--- src/rtl/irq_pkg.sv ---
package irq_pkg;
  localparam int LVL_W   = 2;
  localparam int NUM_LVL = 1 << LVL_W;
  typedef logic [LVL_W-1:0] lvl_t;
endpackage

--- src/rtl/irq_regfile.sv ---
module irq_regfile
  import irq_pkg::*;
#(
  parameter int NUM_SRC     = 18,
  parameter int EVT_W       = 4,
  parameter int NUM_GRP     = 6,
  parameter int ADDR_W      = 5
) (
  input  logic                      clk,
  input  logic                      rst,
  input  logic [NUM_SRC*EVT_W-1:0]  evt_i,
  input  logic                      wr_en_i,
  input  logic [ADDR_W-1:0]         wr_addr_i,
  input  logic [7:0]                wr_data_i,
  input  logic [ADDR_W-1:0]         rd_addr_i,
  output logic [7:0]                rd_data_o,
  output logic [NUM_SRC-1:0]        flag_o,
  output logic [NUM_SRC-1:0]        ien_o,
  output logic                      gen_o,
  output logic [NUM_GRP*LVL_W-1:0]  pri_o
);
  localparam int FLG_BYTES = (NUM_SRC + 7) / 8;
  localparam int FLG_BASE  = 0;
  localparam int IEN_BASE  = FLG_BYTES;
  localparam int GEN_ADDR  = 2 * FLG_BYTES;
  localparam int PRI_BASE  = GEN_ADDR + 1;
  localparam int PRI_BITS  = NUM_GRP * LVL_W;
  localparam int PRI_BYTES = (PRI_BITS + 7) / 8;
  localparam int MSK_BASE  = PRI_BASE + PRI_BYTES;
  localparam int MSK_BITS  = NUM_SRC * EVT_W;
  localparam int MSK_BYTES = (MSK_BITS + 7) / 8;
  localparam int NUM_REGS  = MSK_BASE + MSK_BYTES;

  logic [NUM_SRC-1:0]  flag_q;
  logic [NUM_SRC-1:0]  ien_q;
  logic                gen_q;
  logic [PRI_BITS-1:0] pri_q;
  logic [MSK_BITS-1:0] msk_q;
  logic [NUM_REGS-1:0] sel_w;
  logic [7:0]          regmap [NUM_REGS];
  logic [7:0]          rd_q;

  for (genvar k = 0; k < NUM_REGS; k++) begin : g_sel
    assign sel_w[k] = wr_en_i && (wr_addr_i == ADDR_W'(k));
  end

  for (genvar s = 0; s < NUM_SRC; s++) begin : g_flag
    logic hit, clr;
    assign hit = |(evt_i[s*EVT_W +: EVT_W] & msk_q[s*EVT_W +: EVT_W]);
    assign clr = sel_w[FLG_BASE + s/8] & wr_data_i[s%8];
    always_ff @(posedge clk) begin
      if (rst) flag_q[s] <= 1'b0;
      else     flag_q[s] <= hit | (flag_q[s] & ~clr);
    end
    always_ff @(posedge clk) begin
      if (rst)                      ien_q[s] <= 1'b0;
      else if (sel_w[IEN_BASE+s/8]) ien_q[s] <= wr_data_i[s%8];
    end
    AST_MASKED_NO_SET: assert property (@(posedge clk) disable iff (rst)
      (!flag_q[s] && !hit) |=> !flag_q[s]);
    AST_SET_BEATS_CLEAR: assert property (@(posedge clk) disable iff (rst)
      (hit && clr) |=> flag_q[s]);
  end

  for (genvar b = 0; b < PRI_BITS; b++) begin : g_pri
    always_ff @(posedge clk) begin
      if (rst)                      pri_q[b] <= 1'b0;
      else if (sel_w[PRI_BASE+b/8]) pri_q[b] <= wr_data_i[b%8];
    end
  end

  for (genvar b = 0; b < MSK_BITS; b++) begin : g_msk
    always_ff @(posedge clk) begin
      if (rst)                      msk_q[b] <= 1'b0;
      else if (sel_w[MSK_BASE+b/8]) msk_q[b] <= wr_data_i[b%8];
    end
  end

  always_ff @(posedge clk) begin
    if (rst)                  gen_q <= 1'b0;
    else if (sel_w[GEN_ADDR]) gen_q <= wr_data_i[0];
  end

  logic [FLG_BYTES*8-1:0] flg_pad, ien_pad;
  logic [PRI_BYTES*8-1:0] pri_pad;
  logic [MSK_BYTES*8-1:0] msk_pad;
  assign flg_pad = (FLG_BYTES*8)'(flag_q);
  assign ien_pad = (FLG_BYTES*8)'(ien_q);
  assign pri_pad = (PRI_BYTES*8)'(pri_q);
  assign msk_pad = (MSK_BYTES*8)'(msk_q);

  for (genvar k = 0; k < NUM_REGS; k++) begin : g_map
    if (k < IEN_BASE) begin : g_f
      assign regmap[k] = flg_pad[8*(k-FLG_BASE) +: 8];
    end else if (k < GEN_ADDR) begin : g_e
      assign regmap[k] = ien_pad[8*(k-IEN_BASE) +: 8];
    end else if (k == GEN_ADDR) begin : g_g
      assign regmap[k] = {7'b0, gen_q};
    end else if (k < MSK_BASE) begin : g_p
      assign regmap[k] = pri_pad[8*(k-PRI_BASE) +: 8];
    end else begin : g_m
      assign regmap[k] = msk_pad[8*(k-MSK_BASE) +: 8];
    end
  end

  always_ff @(posedge clk) begin
    if (rst)                                 rd_q <= '0;
    else if (rd_addr_i < ADDR_W'(NUM_REGS))  rd_q <= regmap[rd_addr_i];
    else                                     rd_q <= '0;
  end

  assign rd_data_o = rd_q;
  assign flag_o    = flag_q;
  assign ien_o     = ien_q;
  assign gen_o     = gen_q;
  assign pri_o     = pri_q;
endmodule

--- src/rtl/irq_select.sv ---
module irq_select
  import irq_pkg::*;
#(
  parameter int NUM_SRC     = 18,
  parameter int SRC_PER_GRP = 3,
  parameter int NUM_GRP     = 6,
  parameter int IDX_W       = 5
) (
  input  logic [NUM_SRC-1:0]       pend_i,
  input  logic [NUM_GRP*LVL_W-1:0] pri_i,
  input  logic                     cur_valid_i,
  input  lvl_t                     cur_lvl_i,
  output logic                     win_valid_o,
  output logic [IDX_W-1:0]         win_idx_o,
  output lvl_t                     win_lvl_o
);
  lvl_t src_lvl [NUM_SRC];

  for (genvar s = 0; s < NUM_SRC; s++) begin : g_lvl
    assign src_lvl[s] = pri_i[LVL_W*(s/SRC_PER_GRP) +: LVL_W];
  end

  // Ascending scan with a strict compare: the lowest index keeps a tie.
  always_comb begin
    win_valid_o = 1'b0;
    win_idx_o   = '0;
    win_lvl_o   = '0;
    for (int s = 0; s < NUM_SRC; s++) begin
      if (pend_i[s] && (!cur_valid_i || src_lvl[s] > cur_lvl_i) &&
          (!win_valid_o || src_lvl[s] > win_lvl_o)) begin
        win_valid_o = 1'b1;
        win_idx_o   = IDX_W'(s);
        win_lvl_o   = src_lvl[s];
      end
    end
  end
endmodule

--- src/rtl/irq_nest.sv ---
module irq_nest
  import irq_pkg::*;
#(
  parameter int IDX_W      = 5,
  parameter int VEC_W      = 8,
  parameter int VEC_BASE   = 3,
  parameter int VEC_STRIDE = 8
) (
  input  logic             clk,
  input  logic             rst,
  input  logic             win_valid_i,
  input  logic [IDX_W-1:0] win_idx_i,
  input  lvl_t             win_lvl_i,
  input  logic             ack_i,
  input  logic             reti_i,
  output logic             irq_o,
  output logic [VEC_W-1:0] vec_o,
  output logic [IDX_W-1:0] src_o,
  output logic             cur_valid_o,
  output lvl_t             cur_lvl_o
);
  logic [NUM_LVL-1:0] in_svc, svc_n;
  logic               req_q;
  logic [IDX_W-1:0]   idx_q;
  logic [VEC_W-1:0]   vec_q;
  lvl_t               lvl_q;
  lvl_t               cur_lvl;

  always_comb begin
    cur_lvl = '0;
    for (int l = 0; l < NUM_LVL; l++)
      if (in_svc[l]) cur_lvl = lvl_t'(l);
  end

  always_comb begin
    svc_n = in_svc;
    if (reti_i && |in_svc) svc_n[cur_lvl] = 1'b0;
    if (req_q && ack_i)    svc_n[lvl_q]   = 1'b1;
  end

  always_ff @(posedge clk) begin
    if (rst) begin
      in_svc <= '0;
      req_q  <= 1'b0;
      idx_q  <= '0;
      lvl_q  <= '0;
      vec_q  <= '0;
    end else begin
      in_svc <= svc_n;
      if (req_q && ack_i) begin
        req_q <= 1'b0;
      end else if (!req_q && win_valid_i) begin
        req_q <= 1'b1;
        idx_q <= win_idx_i;
        lvl_q <= win_lvl_i;
        vec_q <= VEC_W'(VEC_BASE + VEC_STRIDE * int'(win_idx_i));
      end
    end
  end

  assign irq_o       = req_q;
  assign vec_o       = vec_q;
  assign src_o       = idx_q;
  assign cur_valid_o = |in_svc;
  assign cur_lvl_o   = cur_lvl;

  AST_HOLD_UNTIL_ACK: assert property (@(posedge clk) disable iff (rst)
    (req_q && !ack_i) |=> (req_q && $stable(vec_q) && $stable(idx_q)));
  AST_PREEMPT_STRICT: assert property (@(posedge clk) disable iff (rst)
    ($rose(req_q) && |in_svc) |-> (lvl_q > cur_lvl));
  AST_ACK_MARKS_LEVEL: assert property (@(posedge clk) disable iff (rst)
    (req_q && ack_i) |=> in_svc[$past(lvl_q)]);
  AST_SVC_GROWS_ON_ACK: assert property (@(posedge clk) disable iff (rst)
    ($countones(in_svc) > $countones($past(in_svc))) |-> $past(req_q && ack_i));
  AST_RETI_DROPS_TOP: assert property (@(posedge clk) disable iff (rst)
    (reti_i && |in_svc && !(req_q && ack_i)) |=> !in_svc[$past(cur_lvl)]);
endmodule

--- src/rtl/irq_ctrl.sv ---
module irq_ctrl
  import irq_pkg::*;
#(
  parameter int NUM_SRC     = 18,
  parameter int EVT_W       = 4,
  parameter int SRC_PER_GRP = 3,
  parameter int ADDR_W      = 5,
  parameter int VEC_W       = 8,
  parameter int VEC_BASE    = 3,
  parameter int VEC_STRIDE  = 8,
  localparam int IDX_W      = $clog2(NUM_SRC)
) (
  input  logic                     clk,
  input  logic                     rst,
  input  logic [NUM_SRC*EVT_W-1:0] evt_i,
  input  logic                     wr_en_i,
  input  logic [ADDR_W-1:0]        wr_addr_i,
  input  logic [7:0]               wr_data_i,
  input  logic [ADDR_W-1:0]        rd_addr_i,
  output logic [7:0]               rd_data_o,
  input  logic                     ack_i,
  input  logic                     reti_i,
  output logic                     irq_o,
  output logic [VEC_W-1:0]         vec_o,
  output logic [IDX_W-1:0]         src_o
);
  localparam int NUM_GRP = (NUM_SRC + SRC_PER_GRP - 1) / SRC_PER_GRP;

  logic [NUM_SRC-1:0]       flag_w, ien_w, pend_w;
  logic                     gen_w;
  logic [NUM_GRP*LVL_W-1:0] pri_w;
  logic                     win_valid_w, cur_valid_w;
  logic [IDX_W-1:0]         win_idx_w;
  lvl_t                     win_lvl_w, cur_lvl_w;

  irq_regfile #(
    .NUM_SRC(NUM_SRC), .EVT_W(EVT_W), .NUM_GRP(NUM_GRP), .ADDR_W(ADDR_W)
  ) u_regs (
    .clk(clk), .rst(rst), .evt_i(evt_i),
    .wr_en_i(wr_en_i), .wr_addr_i(wr_addr_i), .wr_data_i(wr_data_i),
    .rd_addr_i(rd_addr_i), .rd_data_o(rd_data_o),
    .flag_o(flag_w), .ien_o(ien_w), .gen_o(gen_w), .pri_o(pri_w)
  );

  assign pend_w = flag_w & ien_w & {NUM_SRC{gen_w}};

  irq_select #(
    .NUM_SRC(NUM_SRC), .SRC_PER_GRP(SRC_PER_GRP), .NUM_GRP(NUM_GRP), .IDX_W(IDX_W)
  ) u_sel (
    .pend_i(pend_w), .pri_i(pri_w),
    .cur_valid_i(cur_valid_w), .cur_lvl_i(cur_lvl_w),
    .win_valid_o(win_valid_w), .win_idx_o(win_idx_w), .win_lvl_o(win_lvl_w)
  );

  irq_nest #(
    .IDX_W(IDX_W), .VEC_W(VEC_W), .VEC_BASE(VEC_BASE), .VEC_STRIDE(VEC_STRIDE)
  ) u_nest (
    .clk(clk), .rst(rst),
    .win_valid_i(win_valid_w), .win_idx_i(win_idx_w), .win_lvl_i(win_lvl_w),
    .ack_i(ack_i), .reti_i(reti_i),
    .irq_o(irq_o), .vec_o(vec_o), .src_o(src_o),
    .cur_valid_o(cur_valid_w), .cur_lvl_o(cur_lvl_w)
  );

  AST_GLOBAL_GATE: assert property (@(posedge clk) disable iff (rst)
    !gen_w |-> !win_valid_w);
  AST_WINNER_ENABLED: assert property (@(posedge clk) disable iff (rst)
    win_valid_w |-> (flag_w[win_idx_w] && ien_w[win_idx_w]));
endmodule

--- config.mk ---
export PLATFORM = sky130hd
export DESIGN_NAME = irq_ctrl
export DESIGN_NICKNAME = d
export VERILOG_FILES = /design/src/rtl/irq_pkg.sv /design/src/rtl/irq_regfile.sv /design/src/rtl/irq_select.sv /design/src/rtl/irq_nest.sv /design/src/rtl/irq_ctrl.sv
export SDC_FILE = /design/constraint.sdc
export NUM_CORES = 1
export LEC_CHECK = 0
export BUFFER_PORTS_ARGS = -buffer_cell sky130_fd_sc_hd__buf_2
export CORE_MARGIN = 4
export CORE_UTILIZATION = 40
export CTS_CLUSTER_DIAMETER = 100
export DETAILED_ROUTE_END_ITERATION = 8
export PLACE_DENSITY_LB_ADDON = 0.05
export SLEW_MARGIN = 20
export SYNTH_ARGS = -nofsm -noshare
export SYNTH_HDL_FRONTEND = slang
export SYNTH_SLANG_ARGS = --single-unit
--- constraint.sdc ---
create_clock -name clk -period 19.6 [get_ports clk]
set_input_delay 3.92 -clock clk [delete_from_list [all_inputs] [get_ports clk]]
set_output_delay 3.92 -clock clk [all_outputs]
set_load 0.02 [all_outputs]
==> metrics <==
status finished, final reports clean; final cycle utilization of the critical path 0.957; PnR Total Power 0.000656 W; ys async rst share 0; clock buffer depth 2; Leakage 4.30 nW; RR Startpoint u_nest.in_svc[3]; Seq/Total Area, Yosys 0.333; RR Endpoint u_nest.src_o[2]; core area 21000 um^2; worst hold path class reg2reg; Num CTS Buffers 17; Ys Warns 0; combinational share of power 0.070; CP Capture Type flop; DRC 0; R2R cell count 107; Detail Route Antenna Nets 0; # IOs 117; root buffer cell clkbuf_16; vias post-DR 7941; CP peak stage delay 0.37 ns; HPWL Detailed 21000 um; final net count 1241; FF-to-FF setup slack 0.85 ns; cell taking the most area after synthesis dfxtp_1; cell area power density 62.1 nW/um^2; Pint 0.000485 W; row count 53; CTS HTree Levels 4; net count after synthesis 1115; CTS tree built; Setup Total Neg Slack 0 ns; layout cells sized above 1 0.283; Critical Path End u_nest.src_o[2]; top-area cell type share of the netlist area 0.333; Critical Path AT 19.11 ns; actual slew at the worst max-slew pin 1.11 ns; CP Launch Type flop; antenna violations before repair 0; Most used DFF post-synth dfxtp_1; synthesized area 8540 um^2; fin util 0.502; Worst-path clk slew 0.07 ns; Syn Inst Count 989; vias in the first global route 7489; Worst-Skew Late Latency 0.43 ns; Fmax 0.0533 GHz; Hold Vio Cnt, Final 0; Layout area overhead 23.6%; Flop pwr share 0.448; Required @ worst endpoint 19.96 ns; gr usage total 0.237; Max-slew headroom 0.259; DIE HEIGHT 154 um; clock share of power 0.482; crit path max-delay cell type or3_4; Max VDD drop 0.0573 mV; Cell variety after synth 79; die width 154 um; Sw Share 0.261; TritonRoute pass-1 iters 5; top cells by area, synth dfxtp_1 (33%), mux2i_1 (14%), nor2_1 (6.8%), ha_1 (4.5%), nand2_1 (4.3%); Max Cap Violations 0; ant diodes 0; Iteration-0 DRC Markers 492; Hold Crit Start u_nest.vec_o[1]; CP most frequent cell ha_1; register bit count reported by yosys 142; GRT overflow 0; first-pass GRT wire length 43900 um; final setup fails 0; full die area 23800 um^2; Avg WL per Cell 20.7 um; gpl congestion 0.869; Tmin final 18.75 ns; clock skew 0.0101 ns; kind of critical path reg2reg; number of synthesized flops with an enable pin 0; crit path from u_nest.in_svc[3]; Switch Pwr 0.000171 W; Vias/cell 5.66; maximum fanout along the worst path 5; Initial Util 0.406; fin. max-slew vios 0; Hold Crit Depth 2; largest net degree at the start of global routing 70; Routed Wire Length 29100 um; TritonCTS sink count 142; Avg Inst Size Synth 8.64 um^2; Port Buf Inserts 115
synthesized netlist by cell type, types with 3 or more instances:
cell type / number
nor2_1: 155
dfxtp_1: 142
mux2i_1: 119
nand2_1: 98
a21oi_1: 55
a22oi_1: 44
clkbuf_1: 40
ha_1: 31
inv_1: 24
o21ai_0: 24
a31oi_1: 19
nand3_1: 18
mux2_2: 16
mux4_2: 16
nor2b_1: 13
nor3_1: 13
and2_1: 10
o211ai_1: 10
o21a_1: 9
a211oi_1: 7
a311oi_1: 7
and3_1: 7
buf_1: 7
buf_4: 7
nand4_1: 6
a21o_1: 5
a221oi_1: 5
o22ai_1: 5
a21boi_0: 4
maj3_1: 4
or3_1: 4
buf_2: 3
nand2b_1: 3
nor3_2: 3
nor3b_1: 3
power groups by stage:
stage / logic, W / registers, W / clock network [W]
after floorplan: 0.0000245 / 0.000299 / 0
after global placement: 0.0000454 / 0.000300 / 0
after detailed placement: 0.0000452 / 0.000300 / 0
after CTS: 0.0000454 / 0.000294 / 0.000321
after global routing: 0.0000495 / 0.000294 / 0.000333
final: 0.0000460 / 0.000294 / 0.000316
sequential cells by signal, indices dropped and copies added, names as in the netlist:
name and count:
u_regs.msk_pad 72, u_regs.flag_o 18, u_regs.ien_o 18, u_regs.pri_o 12, u_regs.rd_data_o 8, u_nest.in_svc 4
u_nest.src_o 4, u_nest.lvl_q 2, u_nest.vec_o 2, u_nest.irq_o 1, u_regs.gen_o 1
placed cells by master, fill, tap and decap left out, types with 14 or more instances in the layout:
cell type and n:
nor2_1 142, dfxtp_1 140, mux2i_1 119, buf_2 114, nand2_1 98, buf_4 52, a21oi_1 45, a22oi_1 44
inv_1 24, ha_1 24, a31oi_1 19, nand3_1 18, clkbuf_16 17, mux4_2 16, o21ai_0 14
logic make-up (layout without fill, tap and decap cells):
group | count (synthesis) | after routing | synth area share
compound gates | 225 | 225 | 0.182
fa+ha+maj | 35 | 35 | 0.0501
buf+inv | 84 | 223 | 0.0422
flops | 142 | 142 | 0.333
mux | 153 | 153 | 0.206
other cells | 1 | 1 | 0.000439
simple gates | 349 | 349 | 0.186
final cells by class:
| type | count | area (um^2) |
|---|---|---|
| inverters | 25 | 93.8 |
| multi-input cells | 763 | 5750 |
| clock inverters | 14 | 135 |
| clock buffers | 18 | 429 |
| repair buffers | 166 | 961 |
| flip-flops and latches | 142 | 2850 |
| well taps | 275 | 344 |
| fillers | 2057 | 10500 |
layer usage:
layer  vias up  global-route usage  part of all wire
met5         -                   0                 0
met4         0              0.0702             0.022
met1      3821               0.320              0.45
li1       3834                   -                 -
met2       244               0.392              0.49
met3        42              0.0338             0.046
stage by stage:
stage          setup slack, ns  hold slack [ns]  instances  area, um^2
4_1_cts                 0.0303            0.457       1382       10000
3_3_place_gp           -0.0580            0.443       1347        9420
3_5_place_dp            -0.553            0.446       1347        9420
6_report                 0.849            0.452       1403       10600
2_1_floorplan           0.0316            0.447        989        8550
5_1_grt                 -0.256            0.477       1403       10600
critical path, delay by kind of cell, from the launching register on:
| kind | cells | cell delay, ns |
|---|---|---|
| buffers and inverters | 2 | 0.20 |
| muxes | 10 | 2.85 |
| AOI/OAI and AO/OA | 40 | 5.88 |
| adders and majority gates | 19 | 5.26 |
| and+or+nand+nor | 36 | 4.15 |
| DFF | 1 | 0.36 |
worst min-delay path by stage:
stage	slack, ns	to
6_report	0.45	u_nest.vec_o[1]
5_1_grt	0.48	u_nest.src_o[3]
4_1_cts	0.46	u_nest.vec_o[1]
3_5_place_dp	0.45	u_nest.vec_o[1]
3_3_place_gp	0.44	u_nest.vec_o[1]
2_1_floorplan	0.45	u_regs.ien_o[16]
repair_timing:
item	4_1_cts	5_1_grt
hold endpoints to repair	0	0
buffers inserted	3	21
hold buffers	0	0
pin swaps	4	59
resized for setup	12	81
setup endpoints to repair	7	7
No activity file was read; power rests on OpenSTA's default activity.
